## src/rtl/pcint_pkg.sv

```systemverilog
// Package: shared constants and helpers for the pin-change interrupt unit.
// Assumes banks are always BANK_W pins wide, with the last bank possibly partial.
package pcint_pkg;
    localparam int BANK_W = 8;

    // Returns the mask of implemented pins in bank b for a unit of npins pins.
    function automatic logic [BANK_W-1:0] impl_mask(input int b, input int npins);
        logic [BANK_W-1:0] m;
        m = '0;
        for (int i = 0; i < BANK_W; i++) begin
            if (b * BANK_W + i < npins) m[i] = 1'b1;
        end
        return m;
    endfunction
endpackage

```

## src/rtl/pcint_sync.sv

```systemverilog
// Module: multi-stage level synchronizer for a vector of asynchronous pins.
// Assumes each bit is independent; STAGES >= 1. Reset clears every stage.
module pcint_sync #(
    parameter int W      = 8,
    parameter int STAGES = 2
) (
    input  logic         clk,
    input  logic         rst_n,
    input  logic [W-1:0] d_i,
    output logic [W-1:0] q_o
);
    logic [W-1:0] stage_q [STAGES];

    generate
        for (genvar s = 0; s < STAGES; s++) begin : g_stage
            if (s == 0) begin : g_first
                // Capture the raw pins into the first stage.
                always_ff @(posedge clk) begin
                    if (!rst_n) stage_q[0] <= '0;
                    else        stage_q[0] <= d_i;
                end
            end else begin : g_next
                // Shift the value one stage along the chain.
                always_ff @(posedge clk) begin
                    if (!rst_n) stage_q[s] <= '0;
                    else        stage_q[s] <= stage_q[s-1];
                end
            end
        end
    endgenerate

    assign q_o = stage_q[STAGES-1];
endmodule

```

## src/rtl/pcint_bank.sv

```systemverilog
// Module: one bank of eight pins with its mask, snapshot, shared flag and wake term.
// Assumes pin_sync_i is the synchronized copy of pin_raw_i. The snapshot follows
// the synchronized pins on every clock edge, so a pin that moved while unmasked
// already matches its snapshot when its mask bit is turned on.
module pcint_bank
    import pcint_pkg::*;
#(
    parameter logic [BANK_W-1:0] IMPL = '1
) (
    input  logic              clk,
    input  logic              rst_n,
    input  logic [BANK_W-1:0] pin_raw_i,
    input  logic [BANK_W-1:0] pin_sync_i,
    input  logic              mask_we_i,
    input  logic [BANK_W-1:0] mask_wdata_i,
    input  logic              clr_i,
    output logic [BANK_W-1:0] mask_o,
    output logic              flag_o,
    output logic              wake_o
);
    logic [BANK_W-1:0] mask_q;
    logic [BANK_W-1:0] snap_q;
    logic              flag_q;
    logic              set_evt;

    // Hold the mask, forcing bits of absent pins to zero.
    always_ff @(posedge clk) begin
        if (!rst_n)         mask_q <= '0;
        else if (mask_we_i) mask_q <= mask_wdata_i & IMPL;
    end

    // Track the last synchronized pin levels seen by the I/O clock.
    always_ff @(posedge clk) begin
        if (!rst_n) snap_q <= '0;
        else        snap_q <= pin_sync_i;
    end

    assign set_evt = |((pin_sync_i ^ snap_q) & mask_q);

    // Shared bank flag: a new event wins over a clear in the same cycle.
    always_ff @(posedge clk) begin
        if (!rst_n)       flag_q <= 1'b0;
        else if (set_evt) flag_q <= 1'b1;
        else if (clr_i)   flag_q <= 1'b0;
    end

    // Clock-free wake term: a raw pin differs from its snapshot on a masked pin.
    assign wake_o = |((pin_raw_i ^ snap_q) & mask_q);
    assign mask_o = mask_q;
    assign flag_o = flag_q;

    AST_MASK_PAD_ZERO: assert property (@(posedge clk) disable iff (!rst_n)
        (mask_q & ~IMPL) == '0);
    AST_SET_WINS: assert property (@(posedge clk) disable iff (!rst_n)
        set_evt |=> flag_q);
    AST_CLEAR_W1C: assert property (@(posedge clk) disable iff (!rst_n)
        (clr_i && !set_evt) |=> !flag_q);
    AST_UNMASKED_QUIET: assert property (@(posedge clk) disable iff (!rst_n)
        (mask_q == '0) |-> !wake_o);
endmodule

```

## src/rtl/pcint_unit.sv

```systemverilog
// Module: top of the pin-change interrupt unit. It decodes register writes and
// reads, synchronizes the pins, instantiates one bank per eight pins, and gates
// the requests with the enable register.
// Assumes pins_i is asynchronous to clk and that clk may be stopped; wake_o
// needs no clock.
module pcint_unit
    import pcint_pkg::*;
#(
    parameter int NUM_PINS    = 31,
    parameter int SYNC_STAGES = 2,
    localparam int NUM_BANKS  = (NUM_PINS + BANK_W - 1) / BANK_W,
    localparam int PAD_W      = NUM_BANKS * BANK_W,
    localparam int ADDR_W     = $clog2(NUM_BANKS + 2)
) (
    input  logic                 clk,
    input  logic                 rst_n,
    input  logic [NUM_PINS-1:0]  pins_i,
    input  logic                 wr_en,
    input  logic [ADDR_W-1:0]    wr_addr,
    input  logic [BANK_W-1:0]    wr_data,
    input  logic [ADDR_W-1:0]    rd_addr,
    output logic [BANK_W-1:0]    rd_data,
    input  logic [NUM_BANKS-1:0] ack_i,
    output logic [NUM_BANKS-1:0] irq_o,
    output logic                 wake_o
);
    localparam int EN_ADDR   = NUM_BANKS;
    localparam int FLAG_ADDR = NUM_BANKS + 1;

    logic [PAD_W-1:0]     pins_pad;
    logic [PAD_W-1:0]     pins_sync;
    logic [NUM_BANKS-1:0] en_q;
    logic [NUM_BANKS-1:0] flags;
    logic [NUM_BANKS-1:0] bank_wake;
    logic [NUM_BANKS-1:0] bank_clr;
    logic [BANK_W-1:0]    bank_mask [NUM_BANKS];

    // Widen the pin vector to whole banks, tying absent pins low.
    always_comb begin
        pins_pad = '0;
        pins_pad[NUM_PINS-1:0] = pins_i;
    end

    pcint_sync #(.W(PAD_W), .STAGES(SYNC_STAGES)) u_sync (
        .clk   (clk),
        .rst_n (rst_n),
        .d_i   (pins_pad),
        .q_o   (pins_sync)
    );

    generate
        for (genvar b = 0; b < NUM_BANKS; b++) begin : g_bank
            logic mask_we;
            assign mask_we     = wr_en && (int'(wr_addr) == b);
            assign bank_clr[b] = (wr_en && (int'(wr_addr) == FLAG_ADDR) && wr_data[b])
                                 || ack_i[b];

            pcint_bank #(.IMPL(impl_mask(b, NUM_PINS))) u_bank (
                .clk          (clk),
                .rst_n        (rst_n),
                .pin_raw_i    (pins_pad[b*BANK_W +: BANK_W]),
                .pin_sync_i   (pins_sync[b*BANK_W +: BANK_W]),
                .mask_we_i    (mask_we),
                .mask_wdata_i (wr_data),
                .clr_i        (bank_clr[b]),
                .mask_o       (bank_mask[b]),
                .flag_o       (flags[b]),
                .wake_o       (bank_wake[b])
            );
        end
    endgenerate

    // Hold the per-bank request enables.
    always_ff @(posedge clk) begin
        if (!rst_n)                                    en_q <= '0;
        else if (wr_en && int'(wr_addr) == EN_ADDR)    en_q <= wr_data[NUM_BANKS-1:0];
    end

    // Return the selected register; unused addresses read zero.
    always_comb begin
        rd_data = '0;
        if (int'(rd_addr) < NUM_BANKS)        rd_data = bank_mask[rd_addr];
        else if (int'(rd_addr) == EN_ADDR)    rd_data[NUM_BANKS-1:0] = en_q;
        else if (int'(rd_addr) == FLAG_ADDR)  rd_data[NUM_BANKS-1:0] = flags;
    end

    assign irq_o  = flags & en_q;
    assign wake_o = |bank_wake;

    AST_IRQ_GATED: assert property (@(posedge clk) disable iff (!rst_n)
        (irq_o & ~en_q) == '0);
    AST_ACK_CLEARS: assert property (@(posedge clk) disable iff (!rst_n)
        (ack_i != '0) |=> ((flags & $past(ack_i) & ~$past(flags)) == '0));
endmodule

```

## config.mk

```make
export PLATFORM = sky130hd
export DESIGN_NAME = pcint_unit
export DESIGN_NICKNAME = d
export VERILOG_FILES = /design/src/rtl/pcint_pkg.sv /design/src/rtl/pcint_sync.sv /design/src/rtl/pcint_bank.sv /design/src/rtl/pcint_unit.sv
export SDC_FILE = /design/constraint.sdc
export NUM_CORES = 1
export LEC_CHECK = 0
export BUFFER_PORTS_ARGS = -buffer_cell sky130_fd_sc_hd__clkbuf_2
export CAP_MARGIN = 20
export CORE_ASPECT_RATIO = 0.5
export CORE_UTILIZATION = 30
export CTS_BUF_LIST = sky130_fd_sc_hd__clkbuf_4 sky130_fd_sc_hd__clkbuf_8 sky130_fd_sc_hd__clkbuf_16
export CTS_CLUSTER_SIZE = 20
export DETAILED_ROUTE_END_ITERATION = 6
export SLEW_MARGIN = 20
export SYNTH_ARGS = -nofsm -noshare
export SYNTH_HDL_FRONTEND = slang
export SYNTH_SLANG_ARGS = --single-unit
```

## constraint.sdc

```tcl
create_clock -name clk -period 3.11 [get_ports clk]
set_input_delay 0.1555 -clock clk [delete_from_list [all_inputs] [get_ports clk]]
set_output_delay 0.1555 -clock clk [all_outputs]
set_load 0.03 [all_outputs]
```

==> tab_implementation.tex <==
\begin{tabular}{lr}
\hline
Metric & Value \\
\hline
\multicolumn{2}{l}{\textbf{STA}} \\
Final setup violation count & 0 \\
Worst setup skew after layout & 0.00721 ns \\
Final critical delay including setup and external delays & 2.23 ns \\
Final sum of negative setup slack & 0 ns \\
Final period util & 71.6\% \\
Worst Max-Slew Pin Slew & 0.783 ns \\
Highest achievable clock rate & 449 MHz \\
Worst Slack Setup Final & 0.884 ns \\
Final count of hold timing violations & 0 \\
Unrepaired setup endpoints after global routing & no \\
Normalized max-slew margin & 47.4\% \\
Count of pins over their slew limit & 0 \\
\multicolumn{2}{l}{\textbf{Drt}} \\
First drt pass iteration count & 5 \\
Number of antenna-violating nets in the routed design & 0 \\
Average wire per cell in the routed design & 14.8 um \\
Overall via count from detail\_route & 3,571 \\
DRC errors left & 0 \\
Total wire length after detailed routing & 12,000 um \\
Iteration-0 DRC Markers & 173 \\
Via density per instance & 4.40 \\
\multicolumn{2}{l}{\textbf{Power}} \\
Combinational share of power & 6.4\% \\
Portion of total power attributed to the clock network & 50.1\% \\
Worst voltage drop across the vdd grid & 361 uV \\
Power per unit of standard cell area & 637 nW/um2 \\
Switching power & 0.915 mW \\
Relative contribution of sequential cells to total power & 43.5\% \\
Static leakage & 2.83 nW \\
Switching share of power & 22.2\% \\
Int Power & 3.20 mW \\
\multicolumn{2}{l}{\textbf{Global routing}} \\
Antenna violations before repair & 0 \\
Via count of the first global-routing pass & 3,489 \\
Overall overflow remaining after global route & 0 \\
Global-route wire length before repair & 19,200 um \\
Pin count of the biggest net entering global routing & 94 \\
Overall track demand over capacity in global routing & 14.9\% \\
\multicolumn{2}{l}{\textbf{Placed design}} \\
Final RePlAce weighted congestion & 0.900 \\
Placed cell count & 755 \\
Half-perimeter wire length of the detailed placement result & 8610 um \\
IO buf count & 64 \\
Pre-CTS setup slack & 1.40 ns \\
\multicolumn{2}{l}{\textbf{Floorplan}} \\
Area of the core & 16,400 um2 \\
Row count & 33 \\
I/O pin count & 65 \\
Overall die area & 17,400 um2 \\
Die extent in y & 93.9 um \\
Width of the die & 186 um \\
Initial core utilization & 30.8\% \\
\multicolumn{2}{l}{\textbf{Critical path}} \\
Kind of launch point of the worst setup path & input port \\
CP arrival & 2.07 ns \\
Type of the worst setup path & input port to primary output \\
Nature of the critical path endpoint & primary output \\
Largest fanout on the critical path & 2 \\
Required @ worst endpoint & 2.95 ns \\
\multicolumn{2}{l}{\textbf{Clocking}} \\
Clock insertion delay at the later pin of the skew report & 0.41 ns \\
\# Post-CTS Setup Buffers & 0 \\
Number of CTS-inserted buffers & 17 \\
Register clock-pin slew on the reported worst setup and hold paths & 0.06 ns \\
CTS tree & yes \\
Maximum level of the CTS H-tree & 4 \\
Clock buffer depth & 2 \\
CTS Root Buffer Type & sky130\_fd\_sc\_hd\_\_clkbuf\_16 \\
Number of clock sinks & 132 \\
\multicolumn{2}{l}{\textbf{Layout}} \\
Fillcell total & 1,671 \\
Number of diodes added for antenna fixing & 0 \\
Area delta synth->final & 27.4\% \\
Share of final-layout standard cells stronger than drive strength 1 & 18.8\% \\
Net total in the final layout & 623 \\
Fin cells & 811 \\
\multicolumn{2}{l}{\textbf{Yosys}} \\
Number of synthesized flops with an enable pin & 0 \\
Cell type with the largest total area after synthesis & sky130\_fd\_sc\_hd\_\_dfxtp\_1 \\
Yosys top cell area share & 52.1\% \\
Cell count after synthesis & 483 \\
Cell area after technology mapping & 5070 um2 \\
Post-Syn Nets & 535 \\
Synth Area per Inst & 10.5 um2 \\
Ys flop type & sky130\_fd\_sc\_hd\_\_dfxtp\_1 \\
Async set-or-reset flop fraction in the synthesized netlist & 0\% \\
Sequential area share after synthesis & 52.1\% \\
Register bit total from synthesis & 132 \\
YS warnings & 0 \\
Most numerous cell in the Yosys netlist & sky130\_fd\_sc\_hd\_\_dfxtp\_1 \\
Leading post-synthesis cells by cell area & sky130\_fd\_sc\_hd\_\_dfxtp\_1, sky130\_fd\_sc\_hd\_\_and2\_1, sky130\_fd\_sc\_hd\_\_xor2\_1 \\
Most used standard cells in the synthesized netlist & sky130\_fd\_sc\_hd\_\_dfxtp\_1, sky130\_fd\_sc\_hd\_\_and2\_1, sky130\_fd\_sc\_hd\_\_xor2\_1 \\
Post-synthesis cell type count & 32 \\
\multicolumn{2}{l}{\textbf{Min path}} \\
Hold/Removal Path Class & input port to flip-flop \\
\multicolumn{2}{l}{\textbf{Status}} \\
Result of the run & finished, final reports clean \\
\multicolumn{2}{l}{\textbf{Flow run}} \\
Max-cap violations & 0 \\
\hline
\end{tabular}
## worst paths after layout
check | slack [ns] | depth (start not counted) | start | endpoint
min reg2reg | 0.43 | 1 | u_sync.stage_q[0][21] | u_sync.stage_q[1][21]
max reg2reg | 1.78 | 4 | g_bank[2].u_bank.snap_q[6] | g_bank[2].u_bank.flag_o
min | 0.003 | 2 | pins_i[28] | u_sync.stage_q[0][28]
max | 0.88 | 8 | pins_i[9] | wake_o
## cell type report
cell class | instances | area [um2] | area share [%]
Inverter | 5 | 18.8 | 0.291
Timing Repair Buffer | 89 | 568 | 8.80
Clock inverter | 12 | 153 | 2.36
Clock buffer | 20 | 467 | 7.23
Sequential cell | 132 | 2640 | 40.9
Multi-Input combinational cell | 326 | 2320 | 36.0
Tap cell | 227 | 284 | 4.40
## power by group through the flow
stage               Clock (mW)  Combinational (mW)  Sequential (mW)
finish                    2.06               0.264             1.79
global route              2.20               0.291             1.79
CTS                       2.10               0.268             1.79
detailed placement           0               0.241             1.82
global placement             0               0.240             1.82
floorplan                    0               0.147             1.81
## routing by layer
metal | up-vias | GRT usage [%] | part of all wire [%]
met5 | - | 0 | 0
met3 | 14 | 4.50 | 4.9
met2 | 68 | 22.2 | 44
met1 | 1685 | 20.4 | 50
met4 | 0 | 5.26 | 1.3
li1 | 1804 | - | -
## critical path: stages
cell	delay [ns]
sky130_fd_sc_hd__dlygate4sd3_1	0.54
sky130_fd_sc_hd__clkbuf_2	0.13
sky130_fd_sc_hd__xor2_1	0.17
sky130_fd_sc_hd__a22o_1	0.24
sky130_fd_sc_hd__a221oi_2	0.20
sky130_fd_sc_hd__nand4_1	0.11
sky130_fd_sc_hd__or3_1	0.34
sky130_fd_sc_hd__clkbuf_2	0.19
## timing repair
action / 4_1_cts / 5_1_grt
endpoints found under the hold margin: 24 / 0
hold buffers: 24 / 0
resized for setup: 0 / 0
## cells by family after synthesis
logic type | Yosys count | share of synthesized area [%]
AO/OA/AOI/OAI | 55 | 8.15
XOR/XNOR | 62 | 10.7
buffers and inverters | 25 | 1.98
flip-flops | 132 | 52.1
multiplexers | 31 | 7.85
AND/OR/NAND/NOR | 178 | 19.2
## stage by stage
stage | utilization, % | hold slack, ns | instance area (um2) | power, mW
final | 39.3 | 0.00307 | 6460 | 4.11
after global routing | 39.3 | 0.00957 | 6460 | 4.28
after CTS | 39.3 | 0.00279 | 6460 | 4.15
after detailed placement | 34.1 | 0.392 | 5600 | 2.06
after global placement | 34.1 | 0.386 | 5600 | 2.06
after floorplan | - | 0.277 | 5070 | 1.96
## state kept, by name (all words and copies together), names as in the netlist
signal	flops
u_sync.stage_q	62
en_q	4
g_bank.u_bank.mask_o	31
g_bank.u_bank.flag_o	4
g_bank.u_bank.snap_q	31
## cells in the final DEF, fill, tap and decap left out, types with 7 or more instances in the layout
cell and count:
sky130_fd_sc_hd__a21oi_1 16, sky130_fd_sc_hd__mux4_2 7, sky130_fd_sc_hd__and2_1 98, sky130_fd_sc_hd__nor2_1 22, sky130_fd_sc_hd__a22oi_1 8, sky130_fd_sc_hd__dfxtp_1 132, sky130_fd_sc_hd__nand2_1 40, sky130_fd_sc_hd__clkbuf_16 17
sky130_fd_sc_hd__a221oi_1 7, sky130_fd_sc_hd__mux2i_1 24, sky130_fd_sc_hd__xor2_1 62, sky130_fd_sc_hd__clkbuf_2 64, sky130_fd_sc_hd__a22o_1 10, sky130_fd_sc_hd__dlygate4sd3_1 24
(Power assumes the default switching activity.)
